File: config.mk
export PLATFORM = sky130hd
export DESIGN_NAME = sat_tx
export DESIGN_NICKNAME = d
export VERILOG_FILES = /design/src/rtl/sat_pkg.sv /design/src/rtl/sat_cfg_check.sv /design/src/rtl/sat_bclk_gen.sv /design/src/rtl/sat_frame_seq.sv /design/src/rtl/sat_shifter.sv /design/src/rtl/sat_tx.sv
export SDC_FILE = /design/constraint.sdc
export NUM_CORES = 1
export LEC_CHECK = 0
export ABC_AREA = 1
export BUFFER_PORTS_ARGS = -buffer_cell sky130_fd_sc_hd__clkbuf_2
export CORE_UTILIZATION = 55
export CTS_CLUSTER_DIAMETER = 40
export DETAILED_ROUTE_END_ITERATION = 12
export GPL_TIMING_DRIVEN = 0
export HOLD_SLACK_MARGIN = 0.02
export MAX_ROUTING_LAYER = met4
export PLACE_DENSITY = 0.75
export SYNTH_ARGS = -nofsm -noshare
export SYNTH_HDL_FRONTEND = slang
export SYNTH_SLANG_ARGS = --single-unit
export TNS_END_PERCENT = 10
File: constraint.sdc
create_clock -name clk -period 5.6 [get_ports clk]
set_input_delay 0.28 -clock clk [delete_from_list [all_inputs] [get_ports clk]]
set_output_delay 0.28 -clock clk [all_outputs]
set_load 0.02 [all_outputs]
File: src/rtl/sat_pkg.sv
package sat_pkg;

   localparam int SWL_W = 9;
   localparam int DWL_W = 5;
   localparam int NW_W  = 3;

   typedef struct packed {
      logic [SWL_W-1:0] swl;
      logic [DWL_W-1:0] dwl;
      logic [NW_W-1:0]  nw;
      logic             sckp;
      logic             wsp;
      logic             del;
      logic             padfirst;
      logic             padval;
   } sat_cfg_t;

   function automatic logic [SWL_W-1:0] swl_decode(input logic [2:0] code);
      case (code)
         3'd0:    return 9'd8;
         3'd1:    return 9'd16;
         3'd2:    return 9'd24;
         3'd3:    return 9'd32;
         3'd4:    return 9'd48;
         3'd5:    return 9'd64;
         3'd6:    return 9'd128;
         default: return 9'd256;
      endcase
   endfunction

   // zero marks an unsupported code
   function automatic logic [DWL_W-1:0] dwl_decode(input logic [2:0] code);
      case (code)
         3'd0:    return 5'd8;
         3'd1:    return 5'd16;
         3'd2:    return 5'd18;
         3'd3:    return 5'd20;
         3'd4:    return 5'd22;
         3'd5:    return 5'd24;
         default: return 5'd0;
      endcase
   endfunction

endpackage

File: src/rtl/sat_cfg_check.sv
module sat_cfg_check
   import sat_pkg::*;
(
   input  logic [2:0] swl_code,
   input  logic [2:0] dwl_code,
   input  logic [1:0] chan_code,
   input  logic       sckp,
   input  logic       wsp,
   input  logic       del,
   input  logic       padfirst,
   input  logic       padval,
   output sat_cfg_t   cfg,
   output logic       ok
);

   logic [7:0] dbits;

   always_comb begin
      cfg.swl      = swl_decode(swl_code);
      cfg.dwl      = dwl_decode(dwl_code);
      cfg.nw       = {1'b0, chan_code} + 3'd1;
      cfg.sckp     = sckp;
      cfg.wsp      = wsp;
      cfg.del      = del;
      cfg.padfirst = padfirst;
      cfg.padval   = padval;
      dbits        = 8'(cfg.nw) * 8'(cfg.dwl);
      ok           = (cfg.dwl != '0) && ({1'b0, dbits} <= cfg.swl);
   end

endmodule

File: src/rtl/sat_bclk_gen.sv
module sat_bclk_gen #(
   parameter int DIV_W = 8
) (
   input  logic             clk,
   input  logic             rst_n,
   input  logic             go,
   input  logic             cont,
   input  logic [DIV_W-1:0] div,
   output logic             tick,
   output logic             sck_int
);

   logic [DIV_W-1:0] cnt;
   logic             ph;

   // tick: the start of a bit period (falling internal clock)
   assign tick    = go && (cnt == '0) && ph;
   assign sck_int = ph;

   always_ff @(posedge clk or negedge rst_n) begin
      if (!rst_n) begin
         cnt <= '0;
         ph  <= 1'b1;
      end else if (!go) begin
         cnt <= '0;
         ph  <= 1'b1;
      end else if (cnt == '0) begin
         if (ph && !cont) begin
            cnt <= '0;
         end else begin
            cnt <= div;
            ph  <= ~ph;
         end
      end else begin
         cnt <= cnt - 1'b1;
      end
   end

   a_r5_hold_between_ticks: assert property (@(posedge clk) disable iff (!rst_n)
      (go && cnt != '0) |=> $stable(ph));

   a_r5_count_bounded: assert property (@(posedge clk) disable iff (!rst_n)
      cnt <= div);

endmodule

File: src/rtl/sat_frame_seq.sv
module sat_frame_seq
   import sat_pkg::*;
(
   input  logic             clk,
   input  logic             rst_n,
   input  logic             en,
   input  logic             cfg_ok,
   input  logic [SWL_W-1:0] swl,
   input  logic [DWL_W-1:0] dwl,
   input  logic [NW_W-1:0]  nw,
   input  logic             padfirst,
   input  logic             tick,
   output logic             busy,
   output logic             go,
   output logic             cont,
   output logic             launch,
   output logic             stop,
   output logic             in_data,
   output logic             word_start,
   output logic             ws_int
);

   localparam int EXT_W = SWL_W + 1;

   logic             half;
   logic [SWL_W-1:0] pos;
   logic [DWL_W-1:0] wb;
   logic             nh;
   logic [SWL_W-1:0] np;
   logic [DWL_W-1:0] nwb;
   logic [7:0]       dbits;
   logic [EXT_W-1:0] ds;
   logic [EXT_W-1:0] de;
   logic             last;

   always_comb begin
      dbits  = 8'(nw) * 8'(dwl);
      ds     = padfirst ? (EXT_W'(swl) - EXT_W'(dbits)) : '0;
      de     = ds + EXT_W'(dbits);
      last   = busy && half && (pos == swl - 9'd1);
      cont   = busy ? !(last && !en) : (en && cfg_ok);
      go     = busy || (en && cfg_ok);
      launch = tick && cont;
      stop   = tick && !cont;

      if (!busy) begin
         nh = 1'b0;
         np = '0;
      end else if (pos == swl - 9'd1) begin
         nh = ~half;
         np = '0;
      end else begin
         nh = half;
         np = pos + 9'd1;
      end

      in_data = ({1'b0, np} >= ds) && ({1'b0, np} < de);
      if ({1'b0, np} == ds)
         nwb = '0;
      else if (wb == dwl - 5'd1)
         nwb = '0;
      else
         nwb = wb + 5'd1;
      word_start = in_data && (nwb == '0);
   end

   always_ff @(posedge clk or negedge rst_n) begin
      if (!rst_n) begin
         busy   <= 1'b0;
         half   <= 1'b0;
         pos    <= '0;
         wb     <= '0;
         ws_int <= 1'b1;
      end else if (tick) begin
         if (cont) begin
            busy   <= 1'b1;
            half   <= nh;
            pos    <= np;
            wb     <= nwb;
            ws_int <= nh;
         end else begin
            busy   <= 1'b0;
            half   <= 1'b0;
            pos    <= '0;
            wb     <= '0;
            ws_int <= 1'b1;
         end
      end
   end

   a_r6_no_start_invalid: assert property (@(posedge clk) disable iff (!rst_n)
      (!busy && !cfg_ok) |=> !busy);

   a_r1_pos_in_word: assert property (@(posedge clk) disable iff (!rst_n)
      busy |-> (pos < swl));

   a_r5_ws_only_at_tick: assert property (@(posedge clk) disable iff (!rst_n)
      (busy && !tick) |=> $stable(ws_int));

   a_r10_stop_at_frame_end: assert property (@(posedge clk) disable iff (!rst_n)
      $fell(busy) |-> $past(last));

endmodule

File: src/rtl/sat_shifter.sv
module sat_shifter
   import sat_pkg::*;
#(
   parameter int MAXW = 24
) (
   input  logic             clk,
   input  logic             rst_n,
   input  logic             launch,
   input  logic             stop,
   input  logic             in_data,
   input  logic             word_start,
   input  logic [DWL_W-1:0] dwl,
   input  logic             padval,
   input  logic             s_valid,
   input  logic [MAXW-1:0]  s_data,
   input  logic             ufl_clr,
   output logic             s_ready,
   output logic             sd_cur,
   output logic             sd_prev,
   output logic             underflow
);

   localparam int AW = $clog2(MAXW + 1);

   logic [MAXW-1:0] sh;
   logic [MAXW-1:0] loaded;
   logic [MAXW-1:0] aligned;
   logic [AW-1:0]   sh_amt;
   logic            bit_new;

   always_comb begin
      loaded  = s_valid ? s_data : '0;
      sh_amt  = AW'(MAXW) - AW'(dwl);
      aligned = loaded << sh_amt;
      if (!in_data)
         bit_new = padval;
      else if (word_start)
         bit_new = aligned[MAXW-1];
      else
         bit_new = sh[MAXW-1];
   end

   assign s_ready = launch && word_start;

   always_ff @(posedge clk or negedge rst_n) begin
      if (!rst_n) begin
         sh      <= '0;
         sd_cur  <= 1'b0;
         sd_prev <= 1'b0;
      end else if (launch) begin
         sd_prev <= sd_cur;
         sd_cur  <= bit_new;
         if (in_data)
            sh <= (word_start ? aligned : sh) << 1;
      end else if (stop) begin
         sd_cur  <= 1'b0;
         sd_prev <= 1'b0;
      end
   end

   always_ff @(posedge clk or negedge rst_n) begin
      if (!rst_n)
         underflow <= 1'b0;
      else if (launch && word_start && !s_valid)
         underflow <= 1'b1;
      else if (ufl_clr)
         underflow <= 1'b0;
   end

   a_r9_ufl_sticky: assert property (@(posedge clk) disable iff (!rst_n)
      (underflow && !ufl_clr) |=> underflow);

   a_r9_ufl_cause: assert property (@(posedge clk) disable iff (!rst_n)
      $rose(underflow) |-> $past(launch && !s_valid));

endmodule

File: src/rtl/sat_tx.sv
module sat_tx
   import sat_pkg::*;
#(
   parameter int DIV_W = 8,
   parameter int MAXW  = 24
) (
   input  logic             clk,
   input  logic             rst_n,
   input  logic             en,
   input  logic [2:0]       cfg_swl,
   input  logic [2:0]       cfg_dwl,
   input  logic [1:0]       cfg_chan,
   input  logic [DIV_W-1:0] cfg_div,
   input  logic             cfg_sck_inv,
   input  logic             cfg_ws_inv,
   input  logic             cfg_delay,
   input  logic             cfg_pad_first,
   input  logic             cfg_pad_val,
   input  logic             s_valid,
   input  logic [MAXW-1:0]  s_data,
   output logic             s_ready,
   input  logic             ufl_clr,
   output logic             underflow,
   output logic             cfg_err,
   output logic             sck,
   output logic             ws,
   output logic             sd
);

   generate
      if (MAXW < 24) begin : g_bad_maxw
         $error("sat_tx: MAXW must hold the longest data word (24)");
      end
      if (DIV_W < 1) begin : g_bad_div
         $error("sat_tx: DIV_W must be at least 1");
      end
   endgenerate

   sat_cfg_t         cfg_live;
   sat_cfg_t         cfg_q;
   logic             ok_live;
   logic             ok_q;
   logic [DIV_W-1:0] div_q;

   logic busy, go, cont, tick, launch, stop;
   logic in_data, word_start, ws_int, sck_int;
   logic sd_cur, sd_prev;

   sat_cfg_check u_cfg (
      .swl_code  (cfg_swl),
      .dwl_code  (cfg_dwl),
      .chan_code (cfg_chan),
      .sckp      (cfg_sck_inv),
      .wsp       (cfg_ws_inv),
      .del       (cfg_delay),
      .padfirst  (cfg_pad_first),
      .padval    (cfg_pad_val),
      .cfg       (cfg_live),
      .ok        (ok_live)
   );

   // configuration is captured only while idle
   always_ff @(posedge clk or negedge rst_n) begin
      if (!rst_n) begin
         cfg_q <= '0;
         ok_q  <= 1'b0;
         div_q <= '0;
      end else if (!busy) begin
         cfg_q <= cfg_live;
         ok_q  <= ok_live;
         div_q <= cfg_div;
      end
   end

   assign cfg_err = !ok_live;

   sat_bclk_gen #(.DIV_W(DIV_W)) u_bclk (
      .clk     (clk),
      .rst_n   (rst_n),
      .go      (go),
      .cont    (cont),
      .div     (div_q),
      .tick    (tick),
      .sck_int (sck_int)
   );

   sat_frame_seq u_seq (
      .clk        (clk),
      .rst_n      (rst_n),
      .en         (en),
      .cfg_ok     (ok_q),
      .swl        (cfg_q.swl),
      .dwl        (cfg_q.dwl),
      .nw         (cfg_q.nw),
      .padfirst   (cfg_q.padfirst),
      .tick       (tick),
      .busy       (busy),
      .go         (go),
      .cont       (cont),
      .launch     (launch),
      .stop       (stop),
      .in_data    (in_data),
      .word_start (word_start),
      .ws_int     (ws_int)
   );

   sat_shifter #(.MAXW(MAXW)) u_shift (
      .clk        (clk),
      .rst_n      (rst_n),
      .launch     (launch),
      .stop       (stop),
      .in_data    (in_data),
      .word_start (word_start),
      .dwl        (cfg_q.dwl),
      .padval     (cfg_q.padval),
      .s_valid    (s_valid),
      .s_data     (s_data),
      .ufl_clr    (ufl_clr),
      .s_ready    (s_ready),
      .sd_cur     (sd_cur),
      .sd_prev    (sd_prev),
      .underflow  (underflow)
   );

   assign sck = sck_int ^ cfg_q.sckp;
   assign ws  = ws_int ^ cfg_q.wsp;
   assign sd  = cfg_q.del ? sd_prev : sd_cur;

   a_r8_ready_only_running: assert property (@(posedge clk) disable iff (!rst_n)
      s_ready |-> (ok_q && go));

endmodule

### Word level (Yosys, flattened, before mapping)

Index checks and enable logic that the tools add are counted.

* register bits: 83
* input bits: 50
* output and inout port bits: 6
* logic and storage cells: 116

* $add $sub $neg: 9
* multiply operators: 2
* magnitude comparators: 3
* eq/ne operators: 16
* shift operators: 1
* muxes and demuxes: 31
* bitwise logic cells: 4
* reduce and logical (&&, ||, !) cells: 29

Operator list (number)
* 9-bit one-hot mux with 7 select lines: 1
* 5-bit one-hot mux with 6 select lines: 1
* 9-bit 2-to-1 mux: 3
* 24-bit 2-to-1 mux: 1
* 8-bit 2-to-1 mux: 3
* 24-bit by 5-bit << shifter with 24-bit output: 1
* 23-bit 2-to-1 mux: 1
* 1-bit 2-to-1 mux: 17
* 3-bit by 5-bit multiplier with 8-bit output: 2
* 3-bit == test, second input constant: 5
* 5-bit 2-to-1 mux: 3
* 1-bit logical AND: 14
* 3-bit by 2-bit == test with 1-bit output, second input constant: 4
* 10-bit by 8-bit adder with 10-bit output: 1
* 9-bit by 10-bit == test with 1-bit output: 1
* 9-bit by 10-bit greater-or-equal comparator with 1-bit output: 1
* 9-bit by 10-bit < comparator with 1-bit output: 1
* 10-bit 2-to-1 mux: 1
* 9-bit by 8-bit subtractor with 10-bit output: 1
* 9-bit by 1-bit adder with 9-bit output, second input constant: 1
* 9-bit == test: 1
* 8-bit by 9-bit less-or-equal comparator with 1-bit output: 1
* 9-bit by 1-bit subtractor with 9-bit output, second input constant: 1
* 8-bit zero test: 1
* other kinds (17): 28

### Depth between registers and ports, before layout

* word-level depth: 11
* depth in mapped cells: 34
* depth with buffers taken out: 31

### Hierarchy

From an unflattened synthesis, not the netlist that was laid out.

* cell total of the unflattened synthesis: 1231
* area, all modules: 7918.8 sq um

By module, submodules not included
* sat_frame_seq: times used 1, cells an instance 467, area an instance 3000.4 sq um, seq. area each 426.7 sq um
* sat_shifter: times used 1, cells an instance 426, area an instance 2458.6 sq um, seq. area each 650.6 sq um
* sat_tx: times used 1, cells an instance 146, area an instance 1214.9 sq um, seq. area each 775.7 sq um
* sat_cfg_check: times used 1, cells an instance 108, area an instance 645.6 sq um, seq. area each 0.0 sq um
* sat_bclk_gen: times used 1, cells an instance 84, area an instance 599.3 sq um, seq. area each 226.5 sq um

### Worst setup path before layout

No wires, ideal clock.

* kind: reg-to-output
* from: register cfg_q[9] in the netlist's numbering
* to: output s_ready
* arrival time: 5163 ps
* required time: 5320 ps
* slack: 157 ps
* cell stages (with the launch flop): 31
* path buffers: 3
* cells stage by stage: dfrtp_1 > clkbuf_1 > clkbuf_1 > nand2_1 > inv_1 > fa_1 > ha_1 > fa_1 > inv_1 > ha_1 > a21o_1 > nor2_1 > nor2_1 > o21ai_0 > nand2_1 > nand2_1 > nand2_1 > nor2_1 > ha_1 > a21oi_1 > o21a_1 > nand2_1 > nand4_1 > nand2_1 > ha_1 > nand3b_1 > nand3_2 > nor2_8 > nand3_4 > buf_6 > nor2_4

* longest elaborated chain between the ends: 8
* elaborated cells between the ends (all ways): 15
* classes of those cells: add/sub (3); mul (1); order compare (2); eq/ne (2); mux (3); reduce/logical (4)

RTL lines
* start, declared: line sat_tx.sv:40 `sat_cfg_t cfg_q;`
* start signal, assigned: line sat_tx.sv:69 `cfg_q <= cfg_live;`
* 3-bit by 5-bit multiplier with 8-bit output: line sat_frame_seq.sv:37 `dbits = 8'(nw) * 8'(dwl);`
* 9-bit by 8-bit subtractor with 10-bit output: line sat_frame_seq.sv:38 `ds = padfirst ? (EXT_W'(swl) - EXT_W'(dbits)) : '0;`
* 10-bit 2-to-1 mux: line sat_frame_seq.sv:38
* 10-bit by 8-bit adder with 10-bit output or 9-bit by 10-bit == test with 1-bit output (tied branches): line sat_frame_seq.sv:39, sat_frame_seq.sv:58
* 9-bit by 10-bit < comparator with 1-bit output or 5-bit 2-to-1 mux (tied branches): line sat_frame_seq.sv:57, sat_frame_seq.sv:58
* 1-bit logical AND or 5-bit zero test (tied branches): line sat_frame_seq.sv:57, sat_frame_seq.sv:64
* 1-bit logical AND *: line sat_frame_seq.sv:64 `word_start = in_data && (nwb == '0);`
* 1-bit logical AND *: line sat_shifter.sv:43 `assign s_ready = launch && word_start;`
* end, declared: line sat_tx.sv:21 `output logic s_ready,`

Every way passes the cells marked *; elsewhere a longest branch is shown, timed or not.

### Worst setup path in the final report

* from: register cfg_q[11] in the netlist's numbering
* to: output s_ready

The elaborated chain is that of the path after synthesis.

==> flow_results.xml <==
<?xml version="1.0" encoding="UTF-8"?>
<metrics>
  <group name="logic_synthesis">
    <metric name="synth.avg_cell_area" unit="um2">6.63</metric>
    <metric name="synth_edf_count" unit="">0</metric>
    <metric name="netlist_instances" unit="">1048</metric>
    <metric name="ys.flop_type" unit="">sky130_fd_sc_hd__dfrtp_1</metric>
    <metric name="post-synth-top-area-cell" unit="">sky130_fd_sc_hd__dfrtp_1</metric>
    <metric name="ys_seq_elements" unit="">79</metric>
    <metric name="synthDominantCellAreaShare" unit="">0.277</metric>
    <metric name="mappedNetlistNets" unit="">1154</metric>
    <metric name="synthesized_cell_area" unit="um2">6950</metric>
    <metric name="yosysUniqueCellTypes" unit="">51</metric>
    <metric name="synthArstFlopShare" unit="">1.00</metric>
    <metric name="synth_warnings" unit="">0</metric>
    <metric name="synthTopCellsByArea" unit="">sky130_fd_sc_hd__dfrtp_1, sky130_fd_sc_hd__nand2_1, sky130_fd_sc_hd__ha_1, sky130_fd_sc_hd__inv_1, sky130_fd_sc_hd__o21ai_0</metric>
    <metric name="synth_sequential_area_ratio" unit="">0.285</metric>
  </group>
  <group name="placement">
    <metric name="post-dp-hpwl" unit="um">13200</metric>
    <metric name="dp_cells" unit="">1271</metric>
    <metric name="place_congestion" unit="">0.967</metric>
    <metric name="port_buffers" unit="">54</metric>
  </group>
  <group name="worst_setup_path">
    <metric name="required" unit="ps">5320</metric>
    <metric name="critical-path-top-cell-by-count" unit="">sky130_fd_sc_hd__nand2_2</metric>
    <metric name="rrSetupSlack" unit="ps">260</metric>
    <metric name="worst_setup_path_endpoint" unit="">s_ready</metric>
    <metric name="critPathCaptureType" unit="">output pin</metric>
    <metric name="crit_path_start" unit="">cfg_q[11]$_DFFE_PN0N_</metric>
    <metric name="critPathSlowestCell" unit="">sky130_fd_sc_hd__fa_2</metric>
    <metric name="rr_startpoint" unit="">cfg_q[11]$_DFFE_PN0N_</metric>
    <metric name="max_stage_delay" unit="ps">570</metric>
    <metric name="worstReg2RegEnd" unit="">u_shift.sh[7]$_DFFE_PN0P_</metric>
    <metric name="worst_ep_arrival_time" unit="ps">5090</metric>
    <metric name="reg2regPathDepth" unit="">33</metric>
    <metric name="critical_setup_path_kind" unit="">reg2out</metric>
    <metric name="critical_path_peak_fanout" unit="">4</metric>
    <metric name="crit_path_start_kind" unit="">flop</metric>
  </group>
  <group name="timing">
    <metric name="timing.final.setup_violations" unit="">0</metric>
    <metric name="clock.fmax" unit="MHz">186</metric>
    <metric name="timing.final.max_slew_violations" unit="">0</metric>
    <metric name="maxSlewHeadroom" unit="">0.546</metric>
    <metric name="fin_skew" unit="ps">7.68</metric>
    <metric name="number_of_endpoints_with_negative_hold_slack_in_the_final_report" unit="">0</metric>
    <metric name="timing.final.crit_share" unit="">0.959</metric>
    <metric name="grt_setup_unrepaired" unit="">true</metric>
    <metric name="period_minus_slack" unit="ps">5370</metric>
    <metric name="worst_margin_slew" unit="ps">677</metric>
  </group>
  <group name="power">
    <metric name="power_density" unit="nW/um2">152</metric>
    <metric name="power.leakage" unit="nW">4.28</metric>
    <metric name="power.ir.vdd_worst" unit="uV">163</metric>
  </group>
  <group name="floorplanning">
    <metric name="fp.coreArea" unit="um2">12200</metric>
    <metric name="floorplan.initialDensity" unit="">0.571</metric>
    <metric name="die_x" unit="um">114</metric>
    <metric name="die_y" unit="um">114</metric>
    <metric name="dieArea" unit="um2">13100</metric>
    <metric name="io_pins" unit="">56</metric>
    <metric name="number_of_standard_cell_rows_in_the_floorplan" unit="">40</metric>
  </group>
  <group name="finish">
    <metric name="layout-drive-gt1-share" unit="">0.164</metric>
    <metric name="utilization" unit="">0.672</metric>
    <metric name="fill_cells" unit="">1125</metric>
    <metric name="instances_no_fill" unit="">1319</metric>
    <metric name="synthToLayoutAreaGrowth" unit="%">17.7</metric>
    <metric name="antenna_cells" unit="">0</metric>
    <metric name="final_net_count" unit="">1252</metric>
  </group>
  <group name="clocking">
    <metric name="cts_tree" unit="">yes</metric>
    <metric name="number_of_buffers_created_by_cts" unit="">9</metric>
    <metric name="cts-htree-levels" unit="">3</metric>
    <metric name="clock_sink_count" unit="">79</metric>
    <metric name="clk_root_buffer_cell" unit="">sky130_fd_sc_hd__clkbuf_16</metric>
    <metric name="cts.clk_slew.worst_paths" unit="ps">60</metric>
    <metric name="clockBufferDepth" unit="">2</metric>
    <metric name="worstSkewPairLatency" unit="ps">340</metric>
  </group>
  <group name="global_routing">
    <metric name="globalRoute.totalOverflow" unit="">0</metric>
    <metric name="pin_count_of_the_biggest_net_entering_global_routing" unit="">62</metric>
    <metric name="gr_usage_total" unit="">0.294</metric>
    <metric name="initial_antenna_violation_count" unit="">0</metric>
    <metric name="grt_pass1_vias" unit="">6410</metric>
    <metric name="grt_first_pass_wirelength" unit="um">29700</metric>
  </group>
  <group name="run">
    <metric name="timing.max_cap.violations" unit="">0</metric>
  </group>
  <group name="detailed_routing">
    <metric name="num_vias" unit="">6896</metric>
    <metric name="dr.pass1.iters" unit="">5</metric>
    <metric name="viasPerCell" unit="">5.23</metric>
    <metric name="drt.antenna.violating_nets" unit="">0</metric>
    <metric name="postRouteWirelength" unit="um">17300</metric>
    <metric name="drt_iter0_markers" unit="">464</metric>
    <metric name="drt-wirelength-per-cell" unit="um">13.1</metric>
    <metric name="detail_route.drc_violations" unit="">0</metric>
  </group>
  <group name="worst_hold_path">
    <metric name="hp-class" unit="">in2reg</metric>
    <metric name="holdPathStages" unit="">3</metric>
  </group>
  <group name="status">
    <metric name="outcome" unit="">finished clean</metric>
  </group>
</metrics>
==> cells in the final DEF, fill, tap and decap left out, types with 24 or more instances in the layout <==
cell type,n
sky130_fd_sc_hd__nand2_1,298
sky130_fd_sc_hd__inv_1,137
sky130_fd_sc_hd__o21ai_0,98
sky130_fd_sc_hd__nand3_1,79
sky130_fd_sc_hd__nor2_1,78
sky130_fd_sc_hd__dfrtp_1,72
sky130_fd_sc_hd__clkbuf_2,52
sky130_fd_sc_hd__ha_1,44
sky130_fd_sc_hd__a21oi_1,37
sky130_fd_sc_hd__buf_4,37
sky130_fd_sc_hd__clkbuf_1,24
==> timing repair <==
action | in CTS | in global routing
resized for setup | 34 | 20
gates cloned | 0 | 0
hold buffers | 1 | 0
pin swaps | 19 | 32
setup buffers | 22 | 14
endpoints found under the setup margin | 26 | 25
hold endpoints to repair | 18 | 0
==> worst max-delay path: cells and delay by family (launching register included) <==
kind / cells / cell delay (ps)
fa+ha+maj: 6 / 1950
compound gates: 4 / 600
buf+inv: 4 / 350
flops: 1 / 440
simple gates: 15 / 1420
==> per-stage QoR <==
stage	setup slack, ps	hold WS (ps)	power (mW)	TNS, ps	cell area [um2]
5_1_grt	-90.3	143	1.29	-1410	8180
2_1_floorplan	157	-15.6	0.643	0	6950
4_1_cts	-93.9	125	1.25	-93.9	8060
3_5_place_dp	-829	225	0.695	-15440	7460
3_3_place_gp	-777	462	0.690	-13960	7430
6_report	228	128	1.24	0	8180
==> cells by family after synthesis <==
kind of cell / Yosys count / share of synthesized area
xor gates and xnor gates: 21 / 0.0265
AOI/OAI and AO/OA: 169 / 0.135
muxes: 1 / 0.00144
and+or+nand+nor: 532 / 0.333
buffers and inverters: 190 / 0.112
DFF: 79 / 0.285
adders and majority gates: 56 / 0.107
==> Yosys cell counts, types with 7 or more instances <==
master,n
sky130_fd_sc_hd__nand2_1,307
sky130_fd_sc_hd__inv_1,141
sky130_fd_sc_hd__o21ai_0,99
sky130_fd_sc_hd__nor2_1,84
sky130_fd_sc_hd__nand3_1,80
sky130_fd_sc_hd__dfrtp_1,77
sky130_fd_sc_hd__ha_1,50
sky130_fd_sc_hd__a21oi_1,39
sky130_fd_sc_hd__clkbuf_1,24
sky130_fd_sc_hd__nand4_1,22
sky130_fd_sc_hd__xor2_1,14
sky130_fd_sc_hd__nor3_1,12
sky130_fd_sc_hd__inv_2,10
sky130_fd_sc_hd__nand2_2,8
sky130_fd_sc_hd__o22ai_1,8
sky130_fd_sc_hd__xnor2_1,7
==> how the worst min path moves through the flow <==
stage,start,end,slack [ps]
after floorplan,rst_n,cfg_q[0]$_DFFE_PN0N_,-20
after global placement,u_shift.sh[4]$_DFFE_PN0P_,u_shift.sh[4]$_DFFE_PN0P_,460
after detailed placement,rst_n,u_shift.sh[16]$_DFFE_PN0P_,230
after CTS,cfg_delay,cfg_q[2]$_DFFE_PN0N_,120
after global routing,cfg_delay,cfg_q[2]$_DFFE_PN0N_,140
final,cfg_sck_inv,cfg_q[4]$_DFFE_PN0N_,130
==> layer usage <==
metal	wire (um)	vias up	global-route usage	part of all wire
li1	-	3576	-	-
met1	8280	3154	0.395	0.48
met2	8140	147	0.468	0.47
met3	689	19	0.0402	0.040
met4	216	0	0.0805	0.012
met5	0	-	-	0
==> sequential cells by signal, summed over array words and instances (netlist names) <==
register	count
cfg_q	18
u_shift.sd_cur	1
u_bclk.cnt	8
u_shift.underflow	1
div_q	8
u_seq.busy	1
ok_q	1
u_shift.sh	23
u_seq.pos	9
u_seq.half	1
u_shift.sd_prev	1
u_bclk.sck_int	1
u_seq.ws_int	1
u_seq.wb	5
==> where the power goes <==
| group | internal [mW] | switching (mW) | total (mW) |
|---|---|---|---|
| clock network | 0.324 | 0.236 | 0.560 |
| registers | 0.571 | 0 | 0.571 |
| logic | 0.0431 | 0.0705 | 0.114 |
| total | 0.938 | 0.307 | 1.24 |
==> cell type report <==
cell class | instances | area [um2] | area share
tap | 168 | 210 | 0.0257
sequential | 79 | 1990 | 0.243
inverter | 153 | 577 | 0.0706
buffer | 34 | 183 | 0.0223
clock buffer | 13 | 260 | 0.0318
multi-input combinational | 779 | 4350 | 0.532
clock inverter | 3 | 20.0 | 0.00245
timing repair buffer | 90 | 588 | 0.0719
(Power assumes the default switching activity.)
